## config.mk

```make
export PLATFORM = sky130hd
export DESIGN_NAME = dout_phase_sel
export DESIGN_NICKNAME = d
export VERILOG_FILES = /design/src/rtl/dout_phase_pkg.sv /design/src/rtl/dout_phase_slot_ctr.sv /design/src/rtl/dout_phase_cfg.sv /design/src/rtl/dout_phase_slot_add.sv /design/src/rtl/dout_phase_out_stage.sv /design/src/rtl/dout_phase_sel.sv
export SDC_FILE = /design/constraint.sdc
export NUM_CORES = 1
export LEC_CHECK = 0
export BUFFER_PORTS_ARGS = -buffer_cell sky130_fd_sc_hd__buf_4
export CAP_MARGIN = 10
export CORE_UTILIZATION = 45
export DETAILED_ROUTE_END_ITERATION = 10
export GPL_ROUTABILITY_DRIVEN = 0
export GPL_TIMING_DRIVEN = 1
export PLACE_DENSITY_LB_ADDON = 0.25
export SLEW_MARGIN = 15
export SYNTH_ARGS = -nofsm -noshare
export SYNTH_HDL_FRONTEND = slang
export SYNTH_SLANG_ARGS = --single-unit
```

## constraint.sdc

```tcl
create_clock -name clk -period 2.75 [get_ports clk]
set_clock_uncertainty 0.1 [all_clocks]
set_input_delay 0.1375 -clock clk [delete_from_list [all_inputs] [get_ports clk]]
set_output_delay 0.1375 -clock clk [all_outputs]
set_load 0.01 [all_outputs]
```

## src/rtl/dout_phase_pkg.sv

```systemverilog
`timescale 1ns/1ps
package dout_phase_pkg;

   typedef enum logic [1:0] {
      CFG_PHASE = 2'd0,
      CFG_MODE  = 2'd1,
      CFG_DELAY = 2'd2,
      CFG_NONE  = 2'd3
   } cfg_addr_e;

   typedef enum logic {
      DCLK_TRACK = 1'b0,
      DCLK_FIXED = 1'b1
   } dclk_mode_e;

endpackage

```

## src/rtl/dout_phase_slot_ctr.sv

```systemverilog
`timescale 1ns/1ps
module dout_phase_slot_ctr #(
   parameter int SLOTS = 48,
   localparam int CNT_W = $clog2(SLOTS)
) (
   input  logic             clk,
   input  logic             rst_n,
   output logic [CNT_W-1:0] slot_o,
   output logic             last_o
);

   localparam logic [CNT_W-1:0] LAST = CNT_W'(SLOTS - 1);

   logic [CNT_W-1:0] cnt_q;

   assign last_o = (cnt_q == LAST);
   assign slot_o = cnt_q;

   always_ff @(posedge clk or negedge rst_n) begin
      if (!rst_n)       cnt_q <= '0;
      else if (last_o)  cnt_q <= '0;
      else              cnt_q <= cnt_q + 1'b1;
   end

endmodule

```

## src/rtl/dout_phase_cfg.sv

```systemverilog
`timescale 1ns/1ps
module dout_phase_cfg
   import dout_phase_pkg::*;
#(
   parameter int SLOTS     = 48,
   parameter int DLY_STEPS = 4,
   parameter int DLY_RST   = 2,
   localparam int CNT_W = $clog2(SLOTS),
   localparam int DLY_W = $clog2(DLY_STEPS)
) (
   input  logic             clk,
   input  logic             rst_n,
   input  logic             we_i,
   input  logic [1:0]       addr_i,
   input  logic [CNT_W-1:0] wdata_i,
   input  logic             period_end_i,
   output logic [CNT_W-1:0] phase_o,
   output logic [DLY_W-1:0] dly_o,
   output dclk_mode_e       mode_o
);

   logic [CNT_W-1:0] sh_phase_q;
   logic [DLY_W-1:0] sh_dly_q;
   dclk_mode_e       sh_mode_q;
   logic             phase_ok;
   cfg_addr_e        addr;

   assign addr     = cfg_addr_e'(addr_i);
   assign phase_ok = ({1'b0, wdata_i} < (CNT_W+1)'(SLOTS));

   always_ff @(posedge clk or negedge rst_n) begin
      if (!rst_n) begin
         sh_phase_q <= '0;
         sh_dly_q   <= DLY_W'(DLY_RST);
         sh_mode_q  <= DCLK_TRACK;
      end else if (we_i) begin
         unique case (addr)
            CFG_PHASE: if (phase_ok) sh_phase_q <= wdata_i;
            CFG_MODE:  sh_mode_q  <= dclk_mode_e'(wdata_i[0]);
            CFG_DELAY: sh_dly_q   <= wdata_i[DLY_W-1:0];
            default:   ;
         endcase
      end
   end

   always_ff @(posedge clk or negedge rst_n) begin
      if (!rst_n) begin
         phase_o <= '0;
         dly_o   <= DLY_W'(DLY_RST);
         mode_o  <= DCLK_TRACK;
      end else if (period_end_i) begin
         phase_o <= sh_phase_q;
         dly_o   <= sh_dly_q;
         mode_o  <= sh_mode_q;
      end
   end

endmodule

```

## src/rtl/dout_phase_slot_add.sv

```systemverilog
`timescale 1ns/1ps
module dout_phase_slot_add #(
   parameter int SLOTS = 48,
   localparam int CNT_W = $clog2(SLOTS),
   localparam bit IS_POW2 = ((SLOTS & (SLOTS - 1)) == 0)
) (
   input  logic [CNT_W-1:0] a_i,
   input  logic [CNT_W-1:0] b_i,
   output logic [CNT_W-1:0] sum_o
);

   logic [CNT_W:0] raw;
   assign raw = {1'b0, a_i} + {1'b0, b_i};

   generate
      if (IS_POW2) begin : g_mask
         assign sum_o = raw[CNT_W-1:0];
      end else begin : g_fold
         logic [CNT_W:0] folded;
         assign folded = raw - (CNT_W+1)'(SLOTS);
         assign sum_o  = (raw >= (CNT_W+1)'(SLOTS)) ? folded[CNT_W-1:0]
                                                     : raw[CNT_W-1:0];
      end
   endgenerate

endmodule

```

## src/rtl/dout_phase_out_stage.sv

```systemverilog
`timescale 1ns/1ps
module dout_phase_out_stage
   import dout_phase_pkg::*;
#(
   parameter int DATA_W = 12,
   parameter int SLOTS  = 48,
   localparam int CNT_W = $clog2(SLOTS)
) (
   input  logic              clk,
   input  logic              rst_n,
   input  logic [CNT_W-1:0]  slot_i,
   input  logic [CNT_W-1:0]  launch_i,
   input  logic [CNT_W-1:0]  rise_i,
   input  logic [CNT_W-1:0]  fall_i,
   input  dclk_mode_e        mode_i,
   input  logic [DATA_W-1:0] din_i,
   input  logic              pix_clk_i,
   output logic [DATA_W-1:0] dout_o,
   output logic              dclk_o
);

   logic dclk_d;

   always_comb begin
      dclk_d = dclk_o;
      if (mode_i == DCLK_FIXED)  dclk_d = ~pix_clk_i;
      else if (slot_i == rise_i) dclk_d = 1'b1;
      else if (slot_i == fall_i) dclk_d = 1'b0;
   end

   always_ff @(posedge clk or negedge rst_n) begin
      if (!rst_n) begin
         dout_o <= '0;
         dclk_o <= 1'b0;
      end else begin
         if (slot_i == launch_i) dout_o <= din_i;
         dclk_o <= dclk_d;
      end
   end

endmodule

```

## src/rtl/dout_phase_sel.sv

```systemverilog
`timescale 1ns/1ps
module dout_phase_sel
   import dout_phase_pkg::*;
#(
   parameter int DATA_W    = 12,
   parameter int SLOTS     = 48,
   parameter int DLY_STEPS = 4,
   parameter int DLY_RST   = 2,
   localparam int CNT_W = $clog2(SLOTS)
) (
   input  logic              clk,
   input  logic              rst_n,
   input  logic [DATA_W-1:0] din_i,
   input  logic              cfg_we_i,
   input  logic [1:0]        cfg_addr_i,
   input  logic [CNT_W-1:0]  cfg_wdata_i,
   input  logic              pix_clk_i,
   output logic [DATA_W-1:0] dout_o,
   output logic              dclk_o
);

   localparam int DLY_W = $clog2(DLY_STEPS);
   localparam int HALF  = SLOTS / 2;

   generate
      if (SLOTS % 2 != 0 || SLOTS < 4) begin : g_bad_slots
         $error("SLOTS must be even and at least 4");
      end
      if ((DLY_STEPS & (DLY_STEPS - 1)) != 0 || DLY_STEPS < 2) begin : g_bad_steps
         $error("DLY_STEPS must be a power of two, at least 2");
      end
      if (DLY_STEPS > HALF) begin : g_bad_span
         $error("DLY_STEPS must not exceed half the period");
      end
      if (DLY_RST >= DLY_STEPS) begin : g_bad_rst
         $error("DLY_RST must be below DLY_STEPS");
      end
      if (DATA_W < 1) begin : g_bad_width
         $error("DATA_W must be positive");
      end
   endgenerate

   logic [CNT_W-1:0] slot_cnt;
   logic             period_end;
   logic [CNT_W-1:0] act_phase;
   logic [DLY_W-1:0] act_dly;
   dclk_mode_e       act_mode;
   logic [CNT_W-1:0] launch_slot;
   logic [CNT_W-1:0] fall_slot;

   dout_phase_slot_ctr #(.SLOTS(SLOTS)) u_ctr (
      .clk    (clk),
      .rst_n  (rst_n),
      .slot_o (slot_cnt),
      .last_o (period_end)
   );

   dout_phase_cfg #(
      .SLOTS     (SLOTS),
      .DLY_STEPS (DLY_STEPS),
      .DLY_RST   (DLY_RST)
   ) u_cfg (
      .clk          (clk),
      .rst_n        (rst_n),
      .we_i         (cfg_we_i),
      .addr_i       (cfg_addr_i),
      .wdata_i      (cfg_wdata_i),
      .period_end_i (period_end),
      .phase_o      (act_phase),
      .dly_o        (act_dly),
      .mode_o       (act_mode)
   );

   dout_phase_slot_add #(.SLOTS(SLOTS)) u_launch_add (
      .a_i   (act_phase),
      .b_i   ({{(CNT_W-DLY_W){1'b0}}, act_dly}),
      .sum_o (launch_slot)
   );

   dout_phase_slot_add #(.SLOTS(SLOTS)) u_fall_add (
      .a_i   (act_phase),
      .b_i   (CNT_W'(HALF)),
      .sum_o (fall_slot)
   );

   dout_phase_out_stage #(
      .DATA_W (DATA_W),
      .SLOTS  (SLOTS)
   ) u_out (
      .clk       (clk),
      .rst_n     (rst_n),
      .slot_i    (slot_cnt),
      .launch_i  (launch_slot),
      .rise_i    (act_phase),
      .fall_i    (fall_slot),
      .mode_i    (act_mode),
      .din_i     (din_i),
      .pix_clk_i (pix_clk_i),
      .dout_o    (dout_o),
      .dclk_o    (dclk_o)
   );

endmodule

```

==> metrics.txt, run 1 <==
# TYPE chip_impl_metric gauge
chip_impl_metric{name="antenna_found_initial",unit=""} 0
chip_impl_info{name="crit_path_start_kind",value="flip-flop"} 1
chip_impl_metric{name="worst_skew_pair.late_latency",unit="ns"} 0.28
chip_impl_metric{name="maxSlewViolCount",unit=""} 0
chip_impl_info{name="worst_setup_path_end_kind",value="flip-flop"} 1
chip_impl_metric{name="power_per_cell_area",unit="nW/um^2"} 656
chip_impl_metric{name="antenna-diode-count",unit=""} 0
chip_impl_metric{name="clock.fmax",unit="MHz"} 349
chip_impl_metric{name="postSynthAreaPerCell",unit="sq um"} 11.9
chip_impl_info{name="synth_top_cells_by_area",value="dfrtp_1 43%, mux2_2 8.9%, mux2_4 7.4%"} 1
chip_impl_metric{name="mapped_nets",unit=""} 203
chip_impl_metric{name="drc",unit=""} 0
chip_impl_metric{name="regToRegSetupSlack",unit="ns"} -0.12
chip_impl_metric{name="netlist_area_pre_place",unit="sq um"} 2040
chip_impl_metric{name="final_nets",unit=""} 273
chip_impl_info{name="path_class",value="reg2reg"} 1
chip_impl_metric{name="synth-async-reset-ratio",unit=""} 1.00
chip_impl_metric{name="ff2ff_path_depth",unit=""} 12
chip_impl_metric{name="die_area",unit="sq um"} 4800
chip_impl_info{name="slowest_stage",value="dfrtp_1"} 1
chip_impl_metric{name="worst_pin_slew",unit="ns"} 0.487
chip_impl_info{name="grt_setup_unrepaired",value="true"} 1
chip_impl_metric{name="globalRouteOverflowTotal",unit=""} 0
chip_impl_metric{name="cp_data_required_time",unit="ns"} 2.82
chip_impl_metric{name="vias_after_detailed_routing",unit=""} 1515
chip_impl_metric{name="drt_iter0_markers",unit=""} 91
chip_impl_metric{name="synthCells",unit=""} 171
chip_impl_info{name="violated_checks",value="setup timing"} 1
chip_impl_metric{name="avgRoutedWirePerCell",unit="um"} 15.5
chip_impl_metric{name="setup_viol",unit=""} 12
chip_impl_metric{name="max_incr_delay_on_cp",unit="ns"} 0.41
chip_impl_metric{name="detailedPlacementHpwl",unit="mm"} 3.30
chip_impl_metric{name="synth-edff-count",unit=""} 0
chip_impl_info{name="critical_r2r_capture",value="u_out.dout_o[3]$_DFFE_PN0N_"} 1
chip_impl_metric{name="hold_viol",unit=""} 0
chip_impl_metric{name="ctsLongestPathBuffers",unit=""} 2
chip_impl_info{name="hold_path_startpoint",value="cfg_wdata_i[4]"} 1
chip_impl_info{name="ys_top_cells_by_count",value="35 x dfrtp_1, 16 x mux2_2, 14 x nor2_1"} 1
chip_impl_metric{name="routed_wl",unit="mm"} 4.55
chip_impl_metric{name="h_tree_lvls",unit=""} 2
chip_impl_metric{name="total_power",unit="W"} 0.00183
chip_impl_metric{name="slew_headroom",unit=""} 0.675
chip_impl_metric{name="peakVddDrop",unit="mV"} 0.377
chip_impl_metric{name="initial_utilization",unit=""} 0.468
chip_impl_metric{name="area.growth.synth_to_final",unit="%"} 37.2
chip_impl_metric{name="timing.max_cap.violations",unit=""} 0
chip_impl_metric{name="cts_sink_cnt",unit=""} 37
chip_impl_metric{name="global_route_wire_length_before_repair",unit="mm"} 7.77
chip_impl_metric{name="maximum_fanout_count_along_the_critical_path",unit=""} 12
chip_impl_info{name="holdCritPathClass",value="in2reg"} 1
chip_impl_metric{name="timing.setup.tns",unit="ns"} -1.24
chip_impl_metric{name="synth_cell_type_count",unit=""} 45
chip_impl_info{name="synth_top_cell_by_area",value="dfrtp_1"} 1
chip_impl_info{name="worst_hold_path.endpoint",value="u_cfg.sh_phase_q[4]$_DFFE_PN0P_"} 1
chip_impl_metric{name="seq_area_frac_synth",unit=""} 0.456
chip_impl_info{name="clock_tree.root_cell",value="clkbuf_8"} 1
chip_impl_info{name="yosys.cell_count.top_type",value="dfrtp_1"} 1
chip_impl_metric{name="cp_data_arrival_time",unit="ns"} 2.94
chip_impl_metric{name="synth-warning-count",unit=""} 0
chip_impl_info{name="crit-reg2reg-launch",value="u_cfg.dly_o[0]$_DFFE_PN0N_"} 1
chip_impl_info{name="postSynth.topFlopCell",value="dfrtp_1"} 1
chip_impl_metric{name="yosysTopAreaCellShare",unit=""} 0.430
chip_impl_metric{name="total_routing_usage_reported_by_global_routing",unit=""} 0.203
chip_impl_metric{name="firstDrtPassIters",unit=""} 4
chip_impl_metric{name="remaining_number_of_nets_flagged_by_the_antenna_check_after_routing",unit=""} 0
chip_impl_metric{name="ys_ff_latch",unit=""} 37
chip_impl_metric{name="final.min_clock_period",unit="ns"} 2.87
chip_impl_metric{name="clkTransAtPathRegs",unit="ns"} 0.07
chip_impl_metric{name="die_width",unit="um"} 69.3
chip_impl_metric{name="rows",unit=""} 24
chip_impl_metric{name="numCtsBuffers",unit=""} 5
chip_impl_info{name="clock_tree_from_tritoncts",value="built"} 1
chip_impl_metric{name="post_drt_via_cell_ratio",unit=""} 5.15
chip_impl_info{name="outcome",value="complete, but fails checks"} 1
chip_impl_metric{name="pin_count_of_the_biggest_net_entering_global_routing",unit=""} 38
chip_impl_metric{name="port_buffers",unit=""} 36
chip_impl_metric{name="proportion_of_layout_cells_with_a_drive_suffix_above_1",unit=""} 0.442
chip_impl_metric{name="first_global_vias",unit=""} 1673
chip_impl_info{name="crit_top_cell",value="ha_4"} 1
chip_impl_metric{name="finalCritPeriodShare",unit=""} 1.04
chip_impl_metric{name="core_region_area",unit="sq um"} 4350
chip_impl_info{name="critical_path.cell_chain",value="ha_4 > fa_2 > nand3_4 > xnor2_2 > inv_2 > ha_4 > a41oi_4 > mux2i_1 > xor2_1 > nand3_2 > buf_12 > mux2_4"} 1
chip_impl_metric{name="min_delay_path_depth",unit=""} 3
chip_impl_metric{name="fin_ws",unit="ns"} -0.116
chip_impl_metric{name="leakage_dissipation",unit="nW"} 1.30
chip_impl_metric{name="io_pins",unit=""} 37
chip_impl_metric{name="die_height",unit="um"} 69.3
==> state kept, by name, indices dropped and copies added, names as in the netlist <==
name              count
u_cfg.dly_o           2
u_cfg.mode_o          1
u_cfg.phase_o         6
u_cfg.sh_dly_q        2
u_cfg.sh_mode_q       1
u_cfg.sh_phase_q      6
u_ctr.slot_o          6
u_out.dclk_o          1
u_out.dout_o         12
==> where the power goes <==
group	internal, W	leakage (nW)	total, W	switching, W
sequential	0.000630	0.442	0.000690	0.0000603
combinational	0.000434	0.813	0.000785	0.000351
clock	0.000175	0.0450	0.000356	0.000181
total	0.00124	1.30	0.00183	0.000593
==> worst max path at each step <==
stage	start	endpoint	slack (ns)
CTS	u_cfg.dly_o[0]$_DFFE_PN0N_	u_out.dout_o[8]$_DFFE_PN0N_	-0.17
finish	u_cfg.dly_o[0]$_DFFE_PN0N_	u_out.dout_o[3]$_DFFE_PN0N_	-0.12
floorplan	u_cfg.phase_o[0]$_DFFE_PN0N_	u_out.dout_o[10]$_DFFE_PN0N_	-0.13
global placement	u_cfg.dly_o[0]$_DFFE_PN0N_	u_out.dout_o[8]$_DFFE_PN0N_	-0.1
global route	u_cfg.dly_o[0]$_DFFE_PN0N_	u_out.dout_o[2]$_DFFE_PN0N_	-0.22
detailed placement	u_cfg.dly_o[0]$_DFFE_PN0N_	u_out.dout_o[8]$_DFFE_PN0N_	-0.21
==> stage by stage <==
step / setup WS, ns / area (sq um) / hold slack [ns] / std cells / utilization
global route: -0.223 / 2790 / 0.00490 / 294 / 0.642
detailed placement: -0.209 / 2500 / 0.0191 / 268 / 0.574
global placement: -0.0969 / 2500 / 0.00461 / 268 / 0.574
finish: -0.116 / 2790 / 0.00869 / 294 / 0.642
floorplan: -0.130 / 2080 / -0.258 / 171 / -
CTS: -0.172 / 2750 / 0.00310 / 293 / 0.632
==> metal layers <==
layer | part of all wire | wire length (um) | track usage | vias to the layer above
li1 | - | - | - | 743
met3 | 0.022 | 102 | 0.0407 | 4
met1 | 0.44 | 1990 | 0.250 | 748
met5 | 0 | 0 | 0 | -
met2 | 0.53 | 2410 | 0.358 | 20
met4 | 0.0092 | 42 | 0.0567 | 0
==> final cells by class <==
cell class              instances  area [sq um]
multi-input cells             121          1110
clock buffers                   6          72.6
flip-flops and latches         37           930
well taps                      52          65.1
fillers                       327          1560
repair buffers                 71           588
clock inverters                 2          10.0
inverters                       5          18.8
==> timing repair <==
action                                  CTS  global route
endpoints found under the setup margin   12            13
pin swaps                                 3             5
endpoints found under the hold margin    52             0
resized for setup                         0             7
hold buffers                             17             0
buffers inserted                          0             1
==> worst max-delay path, delay by kind of cell (launching register included) <==
kind	cells	cell delay, ns
adder cells (fa/ha/maj)	3	0.72
multiplexers	2	0.56
flip-flops	1	0.41
XOR/XNOR	2	0.33
buffers and inverters	2	0.23
AND/OR/NAND/NOR	2	0.23
AO/OA/AOI/OAI	1	0.17
==> cells by family (layout without fill, tap and decap cells) <==
group | Yosys count | count (layout) | share of synthesized area
AOI/OAI and AO/OA | 21 | 21 | 0.0891
adders and majority gates | 8 | 8 | 0.0529
DFF | 37 | 37 | 0.456
xor gates and xnor gates | 20 | 20 | 0.0860
muxes | 27 | 27 | 0.167
and+or+nand+nor | 45 | 45 | 0.115
buffers and inverters | 13 | 84 | 0.0338
==> cell usage in the layout (no fill, tap or decap), drive strengths merged, types with 2 or more instances in the layout <==
master and n:
inv 5, buf 54, mux2 26, dfstp 2, dlygate4sd3 17, nor2 14, a21oi 2, nand3b 3
a21o 2, nand2b 3, o21ai 5, clkinv 2, clkbuf 6, o221a 2, nand3 6, xor2 10
nand2 8, xnor2 10, ha 7, nor3 2, a22o 2, dfrtp 35, nand4 2, a211oi 2
(Power assumes the default switching activity.)
==> run 2, diff against run 1 <==
- PLACE_DENSITY: not set -> 0.76
- PLACE_DENSITY_LB_ADDON: 0.25 -> not set
- REMOVE_ABC_BUFFERS: not set -> 1
==> metrics.txt, run 2 (same netlist as run 1, synthesis figures left out) <==
# TYPE chip_impl_metric gauge
chip_impl_info{name="hold_path_startpoint",value="cfg_wdata_i[0]"} 1
chip_impl_metric{name="pre_cts_slack",unit="ns"} -0.282
chip_impl_metric{name="worst_skew_pair.late_latency",unit="ns"} 0.29
chip_impl_metric{name="h_tree_lvls",unit=""} 2
chip_impl_metric{name="antenna_found_initial",unit=""} 0
chip_impl_metric{name="remaining_number_of_nets_flagged_by_the_antenna_check_after_routing",unit=""} 0
chip_impl_metric{name="maxSlewViolCount",unit=""} 0
chip_impl_info{name="crit_path_start_kind",value="flip-flop"} 1
chip_impl_metric{name="finalInstanceArea",unit="sq um"} 2930
chip_impl_metric{name="worst_pin_slew",unit="ns"} 0.458
chip_impl_metric{name="initial_utilization",unit=""} 0.468
chip_impl_metric{name="firstDrtPassIters",unit=""} 4
chip_impl_metric{name="maximum_fanout_count_along_the_critical_path",unit=""} 6
chip_impl_info{name="outcome",value="complete, but fails checks"} 1
chip_impl_metric{name="clkTransAtPathRegs",unit="ns"} 0.07
chip_impl_metric{name="hold_viol",unit=""} 0
chip_impl_info{name="startpoint",value="u_cfg.dly_o[0]$_DFFE_PN0N_"} 1
chip_impl_metric{name="core_region_area",unit="sq um"} 4350
chip_impl_metric{name="avgRoutedWirePerCell",unit="um"} 16.0
chip_impl_metric{name="port_buffers",unit=""} 36
chip_impl_metric{name="power_per_cell_area",unit="nW/um^2"} 688
chip_impl_metric{name="drt_iter0_markers",unit=""} 79
chip_impl_info{name="mostFrequentLayoutCell",value="buf_4"} 1
chip_impl_metric{name="finalCritPeriodShare",unit=""} 1.07
chip_impl_metric{name="vias_after_detailed_routing",unit=""} 1600
chip_impl_metric{name="ctsLongestPathBuffers",unit=""} 2
chip_impl_info{name="crit-reg2reg-launch",value="u_cfg.dly_o[0]$_DFFE_PN0N_"} 1
chip_impl_metric{name="drc",unit=""} 0
chip_impl_metric{name="total_routing_usage_reported_by_global_routing",unit=""} 0.203
chip_impl_info{name="violated_checks",value="setup timing"} 1
chip_impl_metric{name="dpl.cell_count",unit=""} 268
chip_impl_metric{name="cts_sink_cnt",unit=""} 37
chip_impl_info{name="slowest_stage",value="dfrtp_1"} 1
chip_impl_metric{name="finalHoldWorstSlack",unit="ns"} 0.00388
chip_impl_metric{name="clock.fmax",unit="MHz"} 341
chip_impl_metric{name="die_height",unit="um"} 69.3
chip_impl_metric{name="pin_count_of_the_biggest_net_entering_global_routing",unit=""} 38
chip_impl_metric{name="place_area",unit="sq um"} 2460
chip_impl_metric{name="max_incr_delay_on_cp",unit="ns"} 0.39
chip_impl_metric{name="area.growth.synth_to_final",unit="%"} 43.9
chip_impl_metric{name="die_width",unit="um"} 69.3
chip_impl_metric{name="globalRouteOverflowTotal",unit=""} 0
chip_impl_metric{name="first_global_vias",unit=""} 1612
chip_impl_metric{name="leakage_dissipation",unit="nW"} 1.37
chip_impl_metric{name="fin_ws",unit="ns"} -0.186
chip_impl_metric{name="min_delay_path_depth",unit=""} 2
chip_impl_info{name="holdCritPathClass",value="in2reg"} 1
chip_impl_metric{name="largest_register_ff_count",unit=""} 12
chip_impl_metric{name="multi_input_area",unit="sq um"} 1130
chip_impl_metric{name="final_nets",unit=""} 281
chip_impl_info{name="path_class",value="reg2reg"} 1
chip_impl_metric{name="antenna-diode-count",unit=""} 0
chip_impl_info{name="registers.top_by_ff_count",value="u_out.dout_o"} 1
chip_impl_metric{name="detailedPlacementHpwl",unit="mm"} 2.84
chip_impl_info{name="layout_common_cells",value="60 x buf_4, 35 x dfrtp_1, 17 x dlygate4sd3_1, 16 x mux2_2, 13 x nor2_1"} 1
chip_impl_metric{name="numCtsBuffers",unit=""} 5
chip_impl_metric{name="n_fill_cell",unit=""} 281
chip_impl_metric{name="rows",unit=""} 24
chip_impl_metric{name="routed_wl",unit="mm"} 4.83
chip_impl_metric{name="global_route_wire_length_before_repair",unit="mm"} 7.56
chip_impl_metric{name="cp_data_arrival_time",unit="ns"} 3.02
chip_impl_metric{name="ff_latch_area",unit="sq um"} 928
chip_impl_metric{name="die_area",unit="sq um"} 4800
chip_impl_metric{name="slew_headroom",unit=""} 0.692
chip_impl_metric{name="peakVddDrop",unit="mV"} 0.426
chip_impl_metric{name="proportion_of_layout_cells_with_a_drive_suffix_above_1",unit=""} 0.480
chip_impl_metric{name="ff2ff_path_depth",unit=""} 12
chip_impl_metric{name="setup_viol",unit=""} 12
chip_impl_info{name="critical_path.cell_chain",value="ha_2 > fa_2 > nand3_4 > xnor2_2 > inv_2 > ha_4 > a41oi_4 > mux2i_1 > xor2_1 > nand3_2 > clkbuf_16 > mux2_4"} 1
chip_impl_info{name="grt_setup_unrepaired",value="true"} 1
chip_impl_metric{name="io_pins",unit=""} 37
chip_impl_metric{name="post_drt_via_cell_ratio",unit=""} 5.30
chip_impl_info{name="worst_setup_path_end_kind",value="flip-flop"} 1
chip_impl_metric{name="final_cells",unit=""} 302
chip_impl_info{name="clock_tree.root_cell",value="clkbuf_8"} 1
chip_impl_info{name="clock_tree_from_tritoncts",value="built"} 1
chip_impl_metric{name="cp_data_required_time",unit="ns"} 2.83
chip_impl_metric{name="final.min_clock_period",unit="ns"} 2.94
chip_impl_metric{name="timing.max_cap.violations",unit=""} 0
run 2: area by class of cell:
cell class	instances	area share
Clock inverter	1	0.0103
Multi-Input combinational cell	121	0.387
Sequential cell	37	0.317
Tap cell	52	0.0222
Clock buffer	7	0.0295
Inverter	5	0.00683
Timing Repair Buffer	79	0.227
run 2: routing by layer:
metal | wire length [um] | GRT usage | share of wire | vias to the layer above
met1 | 2040 | 0.250 | 0.42 | 796
met2 | 2500 | 0.361 | 0.52 | 39
met3 | 172 | 0.0305 | 0.036 | 9
li1 | - | - | - | 756
met5 | 0 | 0 | 0 | -
met4 | 107 | 0.0680 | 0.022 | 0
run 2: worst paths after layout:
kind | to | slack, ns
worst max-delay path | u_out.dout_o[2]$_DFFE_PN0N_ | -0.19
worst min-delay path | u_cfg.sh_phase_q[0]$_DFFE_PN0P_ | 0.004
worst max register to register | u_out.dout_o[2]$_DFFE_PN0N_ | -0.19
worst min register to register | u_cfg.phase_o[4]$_DFFE_PN0N_ | 0.39
max in group asynchronous | u_cfg.sh_dly_q[1]$_DFFE_PN1P_ | 1.94
min in group asynchronous | u_out.dout_o[3]$_DFFE_PN0N_ | 0.25
run 2: worst max-delay path: cells and delay by family (launching register included):
kind / cells / cell delay [ns]
AO/OA/AOI/OAI: 1 / 0.16
XOR/XNOR: 2 / 0.33
adder cells (fa/ha/maj): 3 / 0.77
buffers and inverters: 2 / 0.28
flip-flops: 1 / 0.39
multiplexers: 2 / 0.56
AND/OR/NAND/NOR: 2 / 0.26
run 2: repair_timing:
action / CTS / global route
pin swaps: 7 / 5
resized for setup: 9 / 11
hold buffers: 17 / 0
setup endpoints to repair: 12 / 13
gates cloned: 1 / 0
endpoints found under the hold margin: 52 / 0
buffers inserted: 5 / 3
run 2: report_power, final:
group	switching (W)	internal (W)	leakage (nW)
sequential	0.0000603	0.000629	0.443
clock	0.000179	0.000295	0.0585
combinational	0.000371	0.000481	0.863
run 2: metrics by stage:
| step | TNS (ns) | power [W] | util |
|---|---|---|---|
| after detailed placement | -3.23 | 0.00137 | 0.565 |
| after global routing | -3.34 | 0.00212 | 0.673 |
| after CTS | -2.73 | 0.00193 | 0.654 |
| after global placement | -2.30 | 0.00135 | 0.565 |
| after floorplan | -4.88 | 0.00112 | - |
| final | -2.11 | 0.00202 | 0.673 |
